### config.mk
export PLATFORM = sky130hd
export DESIGN_NAME = kbi_ctrl
export DESIGN_NICKNAME = d
export VERILOG_FILES = /design/src/rtl/kbi_pkg.sv /design/src/rtl/kbi_sync.sv /design/src/rtl/kbi_regs.sv /design/src/rtl/kbi_detect.sv /design/src/rtl/kbi_flags.sv /design/src/rtl/kbi_ctrl.sv
export SDC_FILE = /design/constraint.sdc
export NUM_CORES = 1
export LEC_CHECK = 0
export BUFFER_PORTS_ARGS = -buffer_cell sky130_fd_sc_hd__buf_2
export CORE_MARGIN = 2
export CORE_UTILIZATION = 40
export CTS_CLUSTER_DIAMETER = 120
export CTS_CLUSTER_SIZE = 16
export DETAILED_ROUTE_END_ITERATION = 8
export GPL_ROUTABILITY_DRIVEN = 0
export GPL_TIMING_DRIVEN = 0
export HOLD_SLACK_MARGIN = 0.12
export PLACE_DENSITY = 0.69
export SETUP_SLACK_MARGIN = 0.4
export SYNTH_ARGS = -nofsm -noshare
export SYNTH_HDL_FRONTEND = slang
export SYNTH_HIERARCHICAL = 1
export SYNTH_SLANG_ARGS = --single-unit
### constraint.sdc
create_clock -name clk -period 1.73 [get_ports clk]
set_input_delay 0.4325 -clock clk [delete_from_list [all_inputs] [get_ports clk]]
set_output_delay 0.4325 -clock clk [all_outputs]
set_load 0.02 [all_outputs]
### src/rtl/kbi_pkg.sv
// Shared definitions for the keyboard interrupt flag controller.
// Assumes a 2-bit register select on the write port.
package kbi_pkg;
    localparam int SEL_W = 2;

    typedef enum logic [SEL_W-1:0] {
        SEL_FLAG = 2'd0,
        SEL_EN   = 2'd1,
        SEL_POL  = 2'd2,
        SEL_MODE = 2'd3
    } reg_sel_e;
endpackage

### src/rtl/kbi_sync.sv
// Multi-flop synchronizer for a bus of independent single-bit lines.
// Assumes each bit is unrelated to the others (no bus coherency needed)
// and that STAGES is at least 2. Flops reset to RST_VAL so that idle
// lines do not look like activity when reset is released.
module kbi_sync #(
    parameter int          W       = 8,
    parameter int          STAGES  = 2,
    parameter logic [W-1:0] RST_VAL = '1
) (
    input  logic         clk,
    input  logic         rst_n,
    input  logic [W-1:0] async_i,
    output logic [W-1:0] sync_o
);
    logic [W-1:0] stage_q [STAGES];

    generate
        for (genvar s = 0; s < STAGES; s++) begin : g_stage
            if (s == 0) begin : g_first
                // First flop captures the raw lines.
                always_ff @(posedge clk) begin
                    if (!rst_n) stage_q[0] <= RST_VAL;
                    else        stage_q[0] <= async_i;
                end
            end else begin : g_next
                // Later flops shift the previous stage along.
                always_ff @(posedge clk) begin
                    if (!rst_n) stage_q[s] <= RST_VAL;
                    else        stage_q[s] <= stage_q[s-1];
                end
            end
        end
    endgenerate

    assign sync_o = stage_q[STAGES-1];
endmodule

### src/rtl/kbi_regs.sv
// Configuration registers and write decode.
// Holds the enable, polarity and mode words and turns a flag-register
// write into a clear mask (bits written 0 are cleared).
// Assumes single-cycle write strobes; there is no read path here.
module kbi_regs
    import kbi_pkg::*;
#(
    parameter int W = 8
) (
    input  logic             clk,
    input  logic             rst_n,
    input  logic             wr_en,
    input  logic [SEL_W-1:0] wr_sel,
    input  logic [W-1:0]     wr_data,
    output logic [W-1:0]     en_o,
    output logic [W-1:0]     pol_o,
    output logic [W-1:0]     mode_o,
    output logic [W-1:0]     clr_mask_o,
    output logic             flag_wr_o
);
    reg_sel_e     sel;
    logic         wr_en_reg;
    logic         wr_pol_reg;
    logic         wr_mode_reg;
    logic [W-1:0] en_q;
    logic [W-1:0] pol_q;
    logic [W-1:0] mode_q;

    // Decode the select into one strobe per register.
    always_comb begin
        sel         = reg_sel_e'(wr_sel);
        flag_wr_o   = wr_en && (sel == SEL_FLAG);
        wr_en_reg   = wr_en && (sel == SEL_EN);
        wr_pol_reg  = wr_en && (sel == SEL_POL);
        wr_mode_reg = wr_en && (sel == SEL_MODE);
        clr_mask_o  = flag_wr_o ? ~wr_data : '0;
    end

    // Enable register: all lines masked after reset.
    always_ff @(posedge clk) begin
        if (!rst_n)         en_q <= '0;
        else if (wr_en_reg) en_q <= wr_data;
    end

    // Polarity register: zero means active-low.
    always_ff @(posedge clk) begin
        if (!rst_n)          pol_q <= '0;
        else if (wr_pol_reg) pol_q <= wr_data;
    end

    // Mode register: zero means level detection.
    always_ff @(posedge clk) begin
        if (!rst_n)           mode_q <= '0;
        else if (wr_mode_reg) mode_q <= wr_data;
    end

    assign en_o   = en_q;
    assign pol_o  = pol_q;
    assign mode_o = mode_q;
endmodule

### src/rtl/kbi_detect.sv
// Per-line activity detector.
// Level mode: hit while the line equals its polarity bit.
// Edge mode: hit for one cycle when the line moves into the polarity
// level, judged from the current and previous synchronized samples.
// Assumes synchronized inputs that idle high out of reset.
module kbi_detect #(
    parameter int W = 8
) (
    input  logic         clk,
    input  logic         rst_n,
    input  logic [W-1:0] sync_i,
    input  logic [W-1:0] pol_i,
    input  logic [W-1:0] mode_i,
    output logic [W-1:0] hit_o
);
    logic [W-1:0] prev_q;

    // Remember last cycle's synchronized value for edge detection.
    always_ff @(posedge clk) begin
        if (!rst_n) prev_q <= '1;
        else        prev_q <= sync_i;
    end

    generate
        for (genvar i = 0; i < W; i++) begin : g_line
            logic active_now;
            logic active_before;

            // Evaluate the active condition now and one cycle earlier.
            always_comb begin
                active_now    = (sync_i[i] == pol_i[i]);
                active_before = (prev_q[i] == pol_i[i]);
                hit_o[i]      = mode_i[i] ? (active_now && !active_before)
                                          : active_now;
            end


            edge_stable_chk: assert property (@(posedge clk) disable iff (!rst_n)
                (mode_i[i] && $stable(sync_i[i]) && $stable(pol_i[i])) |-> !hit_o[i]);
        end
    endgenerate
endmodule

### src/rtl/kbi_flags.sv
// Sticky flag register and interrupt request.
// A hit sets its flag; a clear mask bit clears it unless a hit lands on
// the same bit in the same cycle. The request is registered and is held
// low for one cycle after each flag-register write, so every remaining
// enabled flag yields a new rising edge.
module kbi_flags #(
    parameter int W = 8
) (
    input  logic         clk,
    input  logic         rst_n,
    input  logic [W-1:0] hit_i,
    input  logic [W-1:0] clr_mask_i,
    input  logic         flag_wr_i,
    input  logic [W-1:0] en_i,
    output logic [W-1:0] flag_o,
    output logic         irq_o
);
    logic [W-1:0] flag_q;
    logic [W-1:0] flag_d;
    logic         irq_q;
    logic         irq_d;

    // Next flag value: keep, clear by mask, then let hits win.
    always_comb begin
        flag_d = (flag_q & ~clr_mask_i) | hit_i;
        irq_d  = flag_wr_i ? 1'b0 : |(flag_q & en_i);
    end

    // Flag storage.
    always_ff @(posedge clk) begin
        if (!rst_n) flag_q <= '0;
        else        flag_q <= flag_d;
    end

    // Registered interrupt request.
    always_ff @(posedge clk) begin
        if (!rst_n) irq_q <= 1'b0;
        else        irq_q <= irq_d;
    end

    assign flag_o = flag_q;
    assign irq_o  = irq_q;


    sticky_chk: assert property (@(posedge clk) disable iff (!rst_n)
        ((flag_q & ~clr_mask_i) != '0) |=>
        ((flag_q & $past(flag_q & ~clr_mask_i)) == $past(flag_q & ~clr_mask_i)));


    hit_wins_chk: assert property (@(posedge clk) disable iff (!rst_n)
        (hit_i != '0) |=> ((flag_q & $past(hit_i)) == $past(hit_i)));


    clear_chk: assert property (@(posedge clk) disable iff (!rst_n)
        ((flag_q & clr_mask_i & ~hit_i) != '0) |=>
        ((flag_q & $past(clr_mask_i & ~hit_i)) == '0));


    irq_gap_chk: assert property (@(posedge clk) disable iff (!rst_n)
        flag_wr_i |=> !irq_q);


    irq_src_chk: assert property (@(posedge clk) disable iff (!rst_n)
        $rose(irq_q) |-> $past((flag_q & en_i) != '0));
endmodule

### src/rtl/kbi_ctrl.sv
// Keyboard interrupt flag controller, top level.
// Synchronizes the key lines, detects level or edge activity per line,
// latches sticky flags that software clears bit by bit, and raises a
// masked interrupt request. Assumes key lines idle high during reset.
module kbi_ctrl
    import kbi_pkg::*;
#(
    parameter int N_LINES     = 8,
    parameter int SYNC_STAGES = 2
) (
    input  logic               clk,
    input  logic               rst_n,
    input  logic [N_LINES-1:0] key_pin,
    input  logic               wr_en,
    input  logic [1:0]         wr_sel,
    input  logic [N_LINES-1:0] wr_data,
    output logic [N_LINES-1:0] key_flags,
    output logic               key_irq
);
    logic [N_LINES-1:0] sync_w;
    logic [N_LINES-1:0] en_w;
    logic [N_LINES-1:0] pol_w;
    logic [N_LINES-1:0] mode_w;
    logic [N_LINES-1:0] clr_w;
    logic [N_LINES-1:0] hit_w;
    logic               flag_wr_w;

    kbi_sync #(.W(N_LINES), .STAGES(SYNC_STAGES), .RST_VAL('1)) u_sync (
        .clk     (clk),
        .rst_n   (rst_n),
        .async_i (key_pin),
        .sync_o  (sync_w)
    );

    kbi_regs #(.W(N_LINES)) u_regs (
        .clk        (clk),
        .rst_n      (rst_n),
        .wr_en      (wr_en),
        .wr_sel     (wr_sel),
        .wr_data    (wr_data),
        .en_o       (en_w),
        .pol_o      (pol_w),
        .mode_o     (mode_w),
        .clr_mask_o (clr_w),
        .flag_wr_o  (flag_wr_w)
    );

    kbi_detect #(.W(N_LINES)) u_detect (
        .clk    (clk),
        .rst_n  (rst_n),
        .sync_i (sync_w),
        .pol_i  (pol_w),
        .mode_i (mode_w),
        .hit_o  (hit_w)
    );

    kbi_flags #(.W(N_LINES)) u_flags (
        .clk        (clk),
        .rst_n      (rst_n),
        .hit_i      (hit_w),
        .clr_mask_i (clr_w),
        .flag_wr_i  (flag_wr_w),
        .en_i       (en_w),
        .flag_o     (key_flags),
        .irq_o      (key_irq)
    );


    cfg_write_keeps_flags_chk: assert property (@(posedge clk) disable iff (!rst_n)
        (wr_en && (wr_sel != 2'd0) && (hit_w == '0)) |=> $stable(key_flags));
endmodule

-- Yosys cells after proc, flatten, opt, wreduce, memory -nomap -nowiden
Memories as Yosys holds them, arrays and structs flattened.
Index checks and enable logic that the tools add are counted.
- flip-flop bits (word level): 41
- memory bits (writable): 16
- memories kept: 1
- memory list (name ; depth ; bits a word ; read ports ; clocked after Yosys merged registers in ; wr ports ; RTL line ; text):
    u_sync.stage_q ; 2 ; 8 ; 2 ; 0 ; 2 ; kbi_sync.sv:15 ; logic [W-1:0] stage_q [STAGES];
- equality and inequality tests: 19
- muxes and demuxes: 13
- bitwise operators: 8
- reduce and logical (&&, ||, !) cells: 23
- operators by type and width (operator ; count):
    $mux W8 ; 3
    $and A8 B8 Y8 ; 2
    $eq A1 B1 Y1 ; 16
    $not A8 Y8 ; 2
    $logic_and A1 B1 Y1 ; 12
    $mux W1 ; 10
    $logic_not A1 Y1 ; 8
    $or A8 B8 Y8 ; 1
    $reduce_or A8 Y1 ; 1
    $eq A2 B2 Y1 const B ; 2
    $eq A2 B1 Y1 const B ; 1
    $logic_not A2 Y1 ; 1
    $or A1 B1 Y1 ; 2
    $reduce_or A2 Y1 ; 1
    $not A1 Y1 ; 1

-- Logic depth before layout (Yosys ltp)
Gate-level depths: netlist of the first run.
- depth after elaboration: 6
- mapped depth: 5
- mapped depth without buffers: 4

-- Hierarchy
Netlist of the first run, hierarchy kept.
- modules (own cells, without submodules) (module ; instances ; cells each ; area an instance (µm²)):
    kbi_regs ; 1 ; 99 ; 968.4
    kbi_sync ; 1 ; 33 ; 431.7
    kbi_detect ; 1 ; 48 ; 420.4
    kbi_flags ; 1 ; 32 ; 361.6

-- Worst setup path before layout of the first run
No wires, ideal clock.
- path kind: input to register
- from: in wr_sel[0]
- to: reg u_flags.flag_q[0], in the netlist u_flags/flag_o[0]
- library setup time: 0.115 ns
- arrival time: 1.218 ns
- slack: 0.397 ns
- stages: 5
- path through: or3b_1 -> buf_6 -> nor2_2 -> nor2b_1 -> o21a_1
- longest elaborated chain between the ends: 6
- ends and longest elaborated chain (element ; RTL line ; text):
    from (decl) ; kbi_ctrl.sv:15 ; input logic [1:0] wr_sel,
    $logic_not A2 Y1 ; kbi_regs.sv:32 ; flag_wr_o = wr_en && (sel == SEL_FLAG);
    $logic_and A1 B1 Y1 ; kbi_regs.sv:32 ;
    $mux W8 ; kbi_regs.sv:36 ; clr_mask_o = flag_wr_o ? ~wr_data : '0;
    named net clr_w[0] ; kbi_ctrl.sv:24 ; logic [N_LINES-1:0] clr_w;
    $not A8 Y8 ; kbi_flags.sv:25 ; flag_d = (flag_q & ~clr_mask_i) | hit_i;
    $and A8 B8 Y8 ; kbi_flags.sv:25 ;
    $or A8 B8 Y8 ; kbi_flags.sv:25 ;
    to (signal assigned) ; kbi_flags.sv:32 ; else flag_q <= flag_d;
    to (decl) ; kbi_flags.sv:18 ; logic [W-1:0] flag_q;
The timed path passes the listed nets, and every way through them passes these cells.
A chain may end at the register's enable or synchronous reset.

-- Worst setup path after layout of the first run
- from: reg u_flags.flag_q[4], in the netlist u_flags/flag_o[4]
- to: out key_flags[4]
- RTL lines (element ; RTL line ; text):
    to (decl) ; kbi_ctrl.sv:17 ; output logic [N_LINES-1:0] key_flags,
No word-level cell between the ends.

==> impl_metrics.tcl, run 1 <==
set metrics [dict create \
    period_minus_slack_ns 1.29 \
    powerDensity_nw_per_um2 1030 \
    final_cells 325 \
    critPathTopFamily "flip-flops" \
    crit_slowest_cell "dfxtp_1" \
    overflow 0 \
    reg2reg_depth 3 \
    cp_max_fo 3 \
    crit_path_end_kind "output pin" \
    wl_per_cell_um 12.9 \
    min_path_cells 2 \
    cts_root_buf "clkbuf_8" \
    synth_cell_types 22 \
    layout_common_cells "56 x dfxtp_1, 32 x nand2_1, 31 x buf_2" \
    finalSetupTns_ns 0 \
    grt_pass1_wl_um 6900 \
    timing.rr.start "u_regs/pol_o[1]$_SDFFE_PN0P_" \
    min_from "key_pin[7]" \
    status "finished, final reports clean" \
    fin_area_sq_um 2590 \
    first_global_vias 1468 \
    hold_path.class "input pin to flop" \
    fin_skew_ns 0.00548 \
    path_clk_slew_ns 0.06 \
    via_per_inst 4.75 \
    dp_cells 311 \
    io_buffers 29 \
    critPathLaunchType "flop" \
    dr.pass1.iters 4 \
    wl_met3_um 209 \
    die_area_sq_um 6060 \
    worstPathArrival_ns 0.86 \
    worstSetupPathType "flop to output pin" \
    hold_end "u_sync/stage_q[0][7]$_SDFF_PN1_" \
    placed_area_sq_um 2410 \
    peakVddDrop_mv 0.590 \
    final_common_cell "dfxtp_1" \
    path_buf_inv 1 \
    die_width_um 77.9 \
    yosysWarnings 6 \
    top_layer_used "met4" \
    finalCritPeriodShare_pct 74.7 \
    ant_nets 0 \
    rsz0062_at_grt "false" \
    fin_worst_hold_slack_ns 0.285 \
    maxSlewViolCount 0 \
    fin_nets 273 \
    avgSynthCellArea_sq_um 10.3 \
    dr_wl_met2_um 1920 \
    crit_cells 1 \
    antenna_found_initial 0 \
    cp_data_required_time_ns 1.30 \
    cap_violations 0 \
    grt.total_usage_pct 15.0 \
    syn_nets 233 \
    rows 26 \
    coreArea_sq_um 5170 \
    reg2reg_to "u_flags/flag_o[1]$_SDFF_PN0_" \
    htree_levels 3 \
    areaGrowthSynthToFinish_pct 18.6 \
    n_antenna_cell 0 \
    vias 1543 \
    clock_path_buffers 2 \
    cts_tree "built" \
    place_hpwl_um 2790 \
    fillers 496 \
    yosys_register_bits 57 \
    clock.fmax_ghz 0.774 \
    hold_violations 0 \
    rrSetupSlack_ns 0.78 \
    drt_wl_total_um 4190 \
    syn-cell-area_sq_um 2180 \
    drc 0 \
    path_cells "buf_2" \
    seq_area_frac_synth_pct 52.3 \
    drive_gt1_share_pct 23.5 \
    drt-met1-wl_um 2020 \
    netlist_instances 212 \
    numCtsBuffers 9 \
    drt_iter0_markers 50 \
    setup_viol 0 \
    io_pins 30 \
    initial_core_util_pct 42.2 \
    cts_setup_buffers 0 \
    utilization_pct 50.0 \
    clk_latency_ns 0.32 \
    worstMarginPinSlew_ns 0.419 \
    die_h_um 77.9 \
    grt_max_degree 22 \
    cts.sink_count 57 \
    cpPeakStageDelay_ns 0.36 \
    slew_headroom_pct 72.1 \
    p_leak_uw 0.00119 \
]
## stage by stage
step	setup slack, ns	total power, uW
after floorplan	0.397	1570
after global placement	0.172	1650
after detailed placement	0.160	1660
after CTS	0.404	2710
after global routing	0.399	2790
final	0.438	2660
## worst reg2reg max path, stage by stage, from the launching register on
cell      delay (ns)
dfxtp_1         0.31
a21boi_1        0.13
a22o_1          0.23
o21a_1          0.18
## logic make-up (layout without fill, tap and decap cells)
kind of cell,after synthesis,count (layout),share of synthesized area [%]
flops,57,57,52.3
mux,24,24,11.0
compound gates,29,29,10.8
buf+inv,9,52,2.52
simple gates,93,93,23.3
## layer usage
layer  vias up  track usage, %
li1        785               -
met1       719            19.4
met2        35            22.2
met3         4            6.05
met4         0            6.43
met5         -               0
## how the worst max path moves through the flow
| stage | from | end |
|---|---|---|
| detailed placement | rst_n | u_regs/pol_o[5]$_SDFFE_PN0P_ |
| global placement | rst_n | u_regs/pol_o[6]$_SDFFE_PN0P_ |
| floorplan | wr_sel[0] | u_flags/flag_o[0]$_SDFF_PN0_ |
| global route | u_flags/flag_o[2]$_SDFF_PN0_ | key_flags[2] |
| CTS | u_flags/flag_o[7]$_SDFF_PN0_ | key_flags[7] |
| finish | u_flags/flag_o[4]$_SDFF_PN0_ | key_flags[4] |
## layout make-up
| cell class | instances | area [sq um] | share of cell area (%) |
|---|---|---|---|
| sequential | 57 | 1140 | 44.1 |
| clock buffer | 14 | 163 | 6.29 |
| timing repair buffer | 29 | 153 | 5.90 |
| tap | 70 | 87.6 | 3.38 |
| buffer | 8 | 52.6 | 2.03 |
| inverter | 1 | 3.75 | 0.145 |
| multi-input combinational | 146 | 986 | 38.1 |
## synth_stat cells (all sizes together)
| cell | instances | area [sq um] |
|---|---|---|
| nand3 | 1 | 10.0 |
| or2b | 5 | 37.5 |
| mux2i | 24 | 240 |
| nand2b | 28 | 183 |
| or3b | 1 | 8.76 |
| nand2 | 32 | 120 |
| a21boi | 8 | 60.1 |
| a41oi | 1 | 16.3 |
| clkbuf | 1 | 3.75 |
| nand3b | 2 | 15.0 |
| inv | 1 | 3.75 |
| nor2b | 8 | 50.1 |
| a22oi | 4 | 30.0 |
| dfxtp | 57 | 1140 |
| buf | 7 | 47.5 |
| o21a | 8 | 60.1 |
| nor2 | 16 | 85.1 |
| a22o | 8 | 70.1 |
## registers in the layout (all words and copies together), names as in the netlist
| signal | flops |
|---|---|
| u_detect/prev_q | 8 |
| u_flags/flag_o | 8 |
| u_flags/irq_o | 1 |
| u_regs/en_o | 8 |
| u_regs/mode_o | 8 |
| u_regs/pol_o | 8 |
| u_sync/stage_q | 16 |
## timing repair
item | in CTS | in global routing
hold buffers | 0 | 0
setup endpoints to repair | 0 | 6
resized for setup | 0 | 6
## report_power, final
part / total (uW) / internal (uW) / switching, uW
logic: 227 / 107 / 120
clock network: 1030 / 584 / 446
registers: 1400 / 1370 / 32.0
No activity file was read; power rests on OpenSTA's default activity.
==> run 2: changes to the inputs <==
==> constraint.sdc (replaced) <==
create_clock -name clk -period 1.3 [get_ports clk]
set_input_delay 0.325 -clock clk [delete_from_list [all_inputs] [get_ports clk]]
set_output_delay 0.325 -clock clk [all_outputs]
set_load 0.02 [all_outputs]
==> impl_metrics.tcl, run 2 (synthesis results as in run 1) <==
set metrics [dict create \
    status "finished, final reports clean" \
    p_total_uw 3700 \
    cpPeakStageDelay_ns 0.35 \
    p_int_uw 2820 \
    crit_path_end_kind "output pin" \
    critPathLaunchType "flop" \
    critPathTopFamily "flip-flops" \
    final_common_cell "dfxtp_1" \
    path_cells "buf_6" \
    critPathCapture "key_flags[2]" \
    die_area_sq_um 6060 \
    crit_slowest_cell "dfxtp_2" \
    overflow 0 \
    setup_viol 0 \
    clk_latency_ns 0.33 \
    crit_cells 1 \
    path_clk_slew_ns 0.06 \
    timing.rr.start "u_sync/stage_q[1][4]$_SDFF_PN1_" \
    power.share.combinational_pct 10.6 \
    slew_headroom_pct 77.3 \
    initial_core_util_pct 42.2 \
    p_leak_uw 0.00129 \
    dp_cells 311 \
    clock.fmax_ghz 0.894 \
    via_per_inst 4.69 \
    met1_usage_pct 20.9 \
    peakVddDrop_mv 0.807 \
    fin_area_sq_um 2840 \
    p_seq_share_pct 50.6 \
    final_cells 338 \
    drc 0 \
    placed_area_sq_um 2410 \
    die_h_um 77.9 \
    reg2reg_to "u_flags/flag_o[4]$_SDFF_PN0_" \
    layout_setup_ws_ns 0.182 \
    wl_per_cell_um 13.5 \
    place_ws_ns -0.178 \
    antenna_found_initial 0 \
    cp_data_required_time_ns 0.98 \
    dr.pass1.iters 5 \
    powerDensity_nw_per_um2 1300 \
    drt_wl_total_um 4570 \
    rsz0062_at_grt "true" \
    finalSetupTns_ns 0 \
    cp_max_fo 2 \
    grt_use_met2_pct 25.5 \
    period_minus_slack_ns 1.12 \
    ant_nets 0 \
    finalCritPeriodShare_pct 86.0 \
    areaGrowthSynthToFinish_pct 30.1 \
    switching_share_pct 23.7 \
    drive_gt1_share_pct 32.5 \
    grt.total_usage_pct 16.8 \
    fin_skew_ns 0.00467 \
    largest_register_ffs 16 \
    clock_path_buffers 2 \
    io_pins 30 \
    busiest_layer "met2" \
    first_global_vias 1563 \
    worstPathArrival_ns 0.79 \
    cts_root_buf "clkbuf_8" \
    io_buffers 29 \
    min_from "key_pin[0]" \
    cts.sink_count 57 \
    path_buf_inv 1 \
    fin_nets 284 \
    place_hpwl_um 2740 \
    hold_path.class "input pin to flop" \
    worstSetupPathType "flop to output pin" \
    drt_iter0_markers 82 \
    maxSlewViolCount 0 \
    n_antenna_cell 0 \
    die_width_um 77.9 \
    grt_pass1_wl_um 7560 \
    htree_levels 3 \
    hold_violations 0 \
    cap_violations 0 \
    switchingPower_uw 879 \
    rows 26 \
    layout_common_cells "48 x dfxtp_1, 32 x nand2_1, 27 x nand2b_1" \
    cts_tree "built" \
    clkPwrFrac_pct 38.9 \
    reg2reg_depth 3 \
    numCtsBuffers 9 \
    met3_usage_pct 7.44 \
    largest_register "u_sync/stage_q" \
    startpoint "u_flags/flag_o[2]$_SDFF_PN0_" \
    worstMarginPinSlew_ns 0.340 \
    vias 1585 \
    grt_max_degree 22 \
    coreArea_sq_um 5170 \
    rrSetupSlack_ns 0.34 \
]
## run 2: routing by layer
| metal | part of all wire [%] | vias up | wire length, um |
|---|---|---|---|
| met5 | 0 | - | 0 |
| met4 | 1.6 | 0 | 71 |
| met3 | 5.4 | 7 | 248 |
| met2 | 46 | 41 | 2100 |
| met1 | 47 | 728 | 2150 |
| li1 | - | 809 | - |
## run 2: worst min path at each step
| stage | endpoint | slack (ns) | cells after the start |
|---|---|---|---|
| global route | u_sync/stage_q[0][2]$_SDFF_PN1_ | 0.15 | 2 |
| floorplan | u_sync/stage_q[1][5]$_SDFF_PN1_ | 0.38 | 1 |
| CTS | u_sync/stage_q[0][0]$_SDFF_PN1_ | 0.15 | 2 |
| detailed placement | u_sync/stage_q[1][0]$_SDFF_PN1_ | 0.39 | 1 |
| finish | u_sync/stage_q[0][0]$_SDFF_PN1_ | 0.17 | 2 |
| global placement | u_sync/stage_q[1][7]$_SDFF_PN1_ | 0.39 | 1 |
## run 2: final cells by class
cell class / instances / area [sq um]
fill: 451 / 2330
sequential: 57 / 1150
multi-input combinational: 146 / 1030
timing repair buffer: 40 / 324
clock buffer: 13 / 159
tap: 70 / 87.6
buffer: 8 / 63.8
clock inverter: 3 / 15.0
inverter: 1 / 3.75
## run 2: what timing repair did
item	in CTS	in global routing
pin swaps	1	2
endpoints found under the setup margin	43	22
gates resized for setup	42	14
setup buffers	9	1
gates cloned	1	0
hold buffers	0	0
## run 2: power groups by stage
| stage | clock network, uW | logic [uW] | registers [uW] |
|---|---|---|---|
| 4_1_cts | 1490 | 372 | 1870 |
| 2_1_floorplan | 0 | 171 | 1920 |
| 5_1_grt | 1580 | 426 | 1880 |
| 6_report | 1440 | 391 | 1870 |
| 3_5_place_dp | 0 | 299 | 1900 |
| 3_3_place_gp | 0 | 295 | 1900 |
## run 2: through the flow
stage / hold slack (ns) / utilization [%]
6_report: 0.167 / 54.9
3_5_place_dp: 0.393 / 46.7
2_1_floorplan: 0.385 / -
4_1_cts: 0.151 / 53.6
3_3_place_gp: 0.387 / 46.7
5_1_grt: 0.153 / 54.9
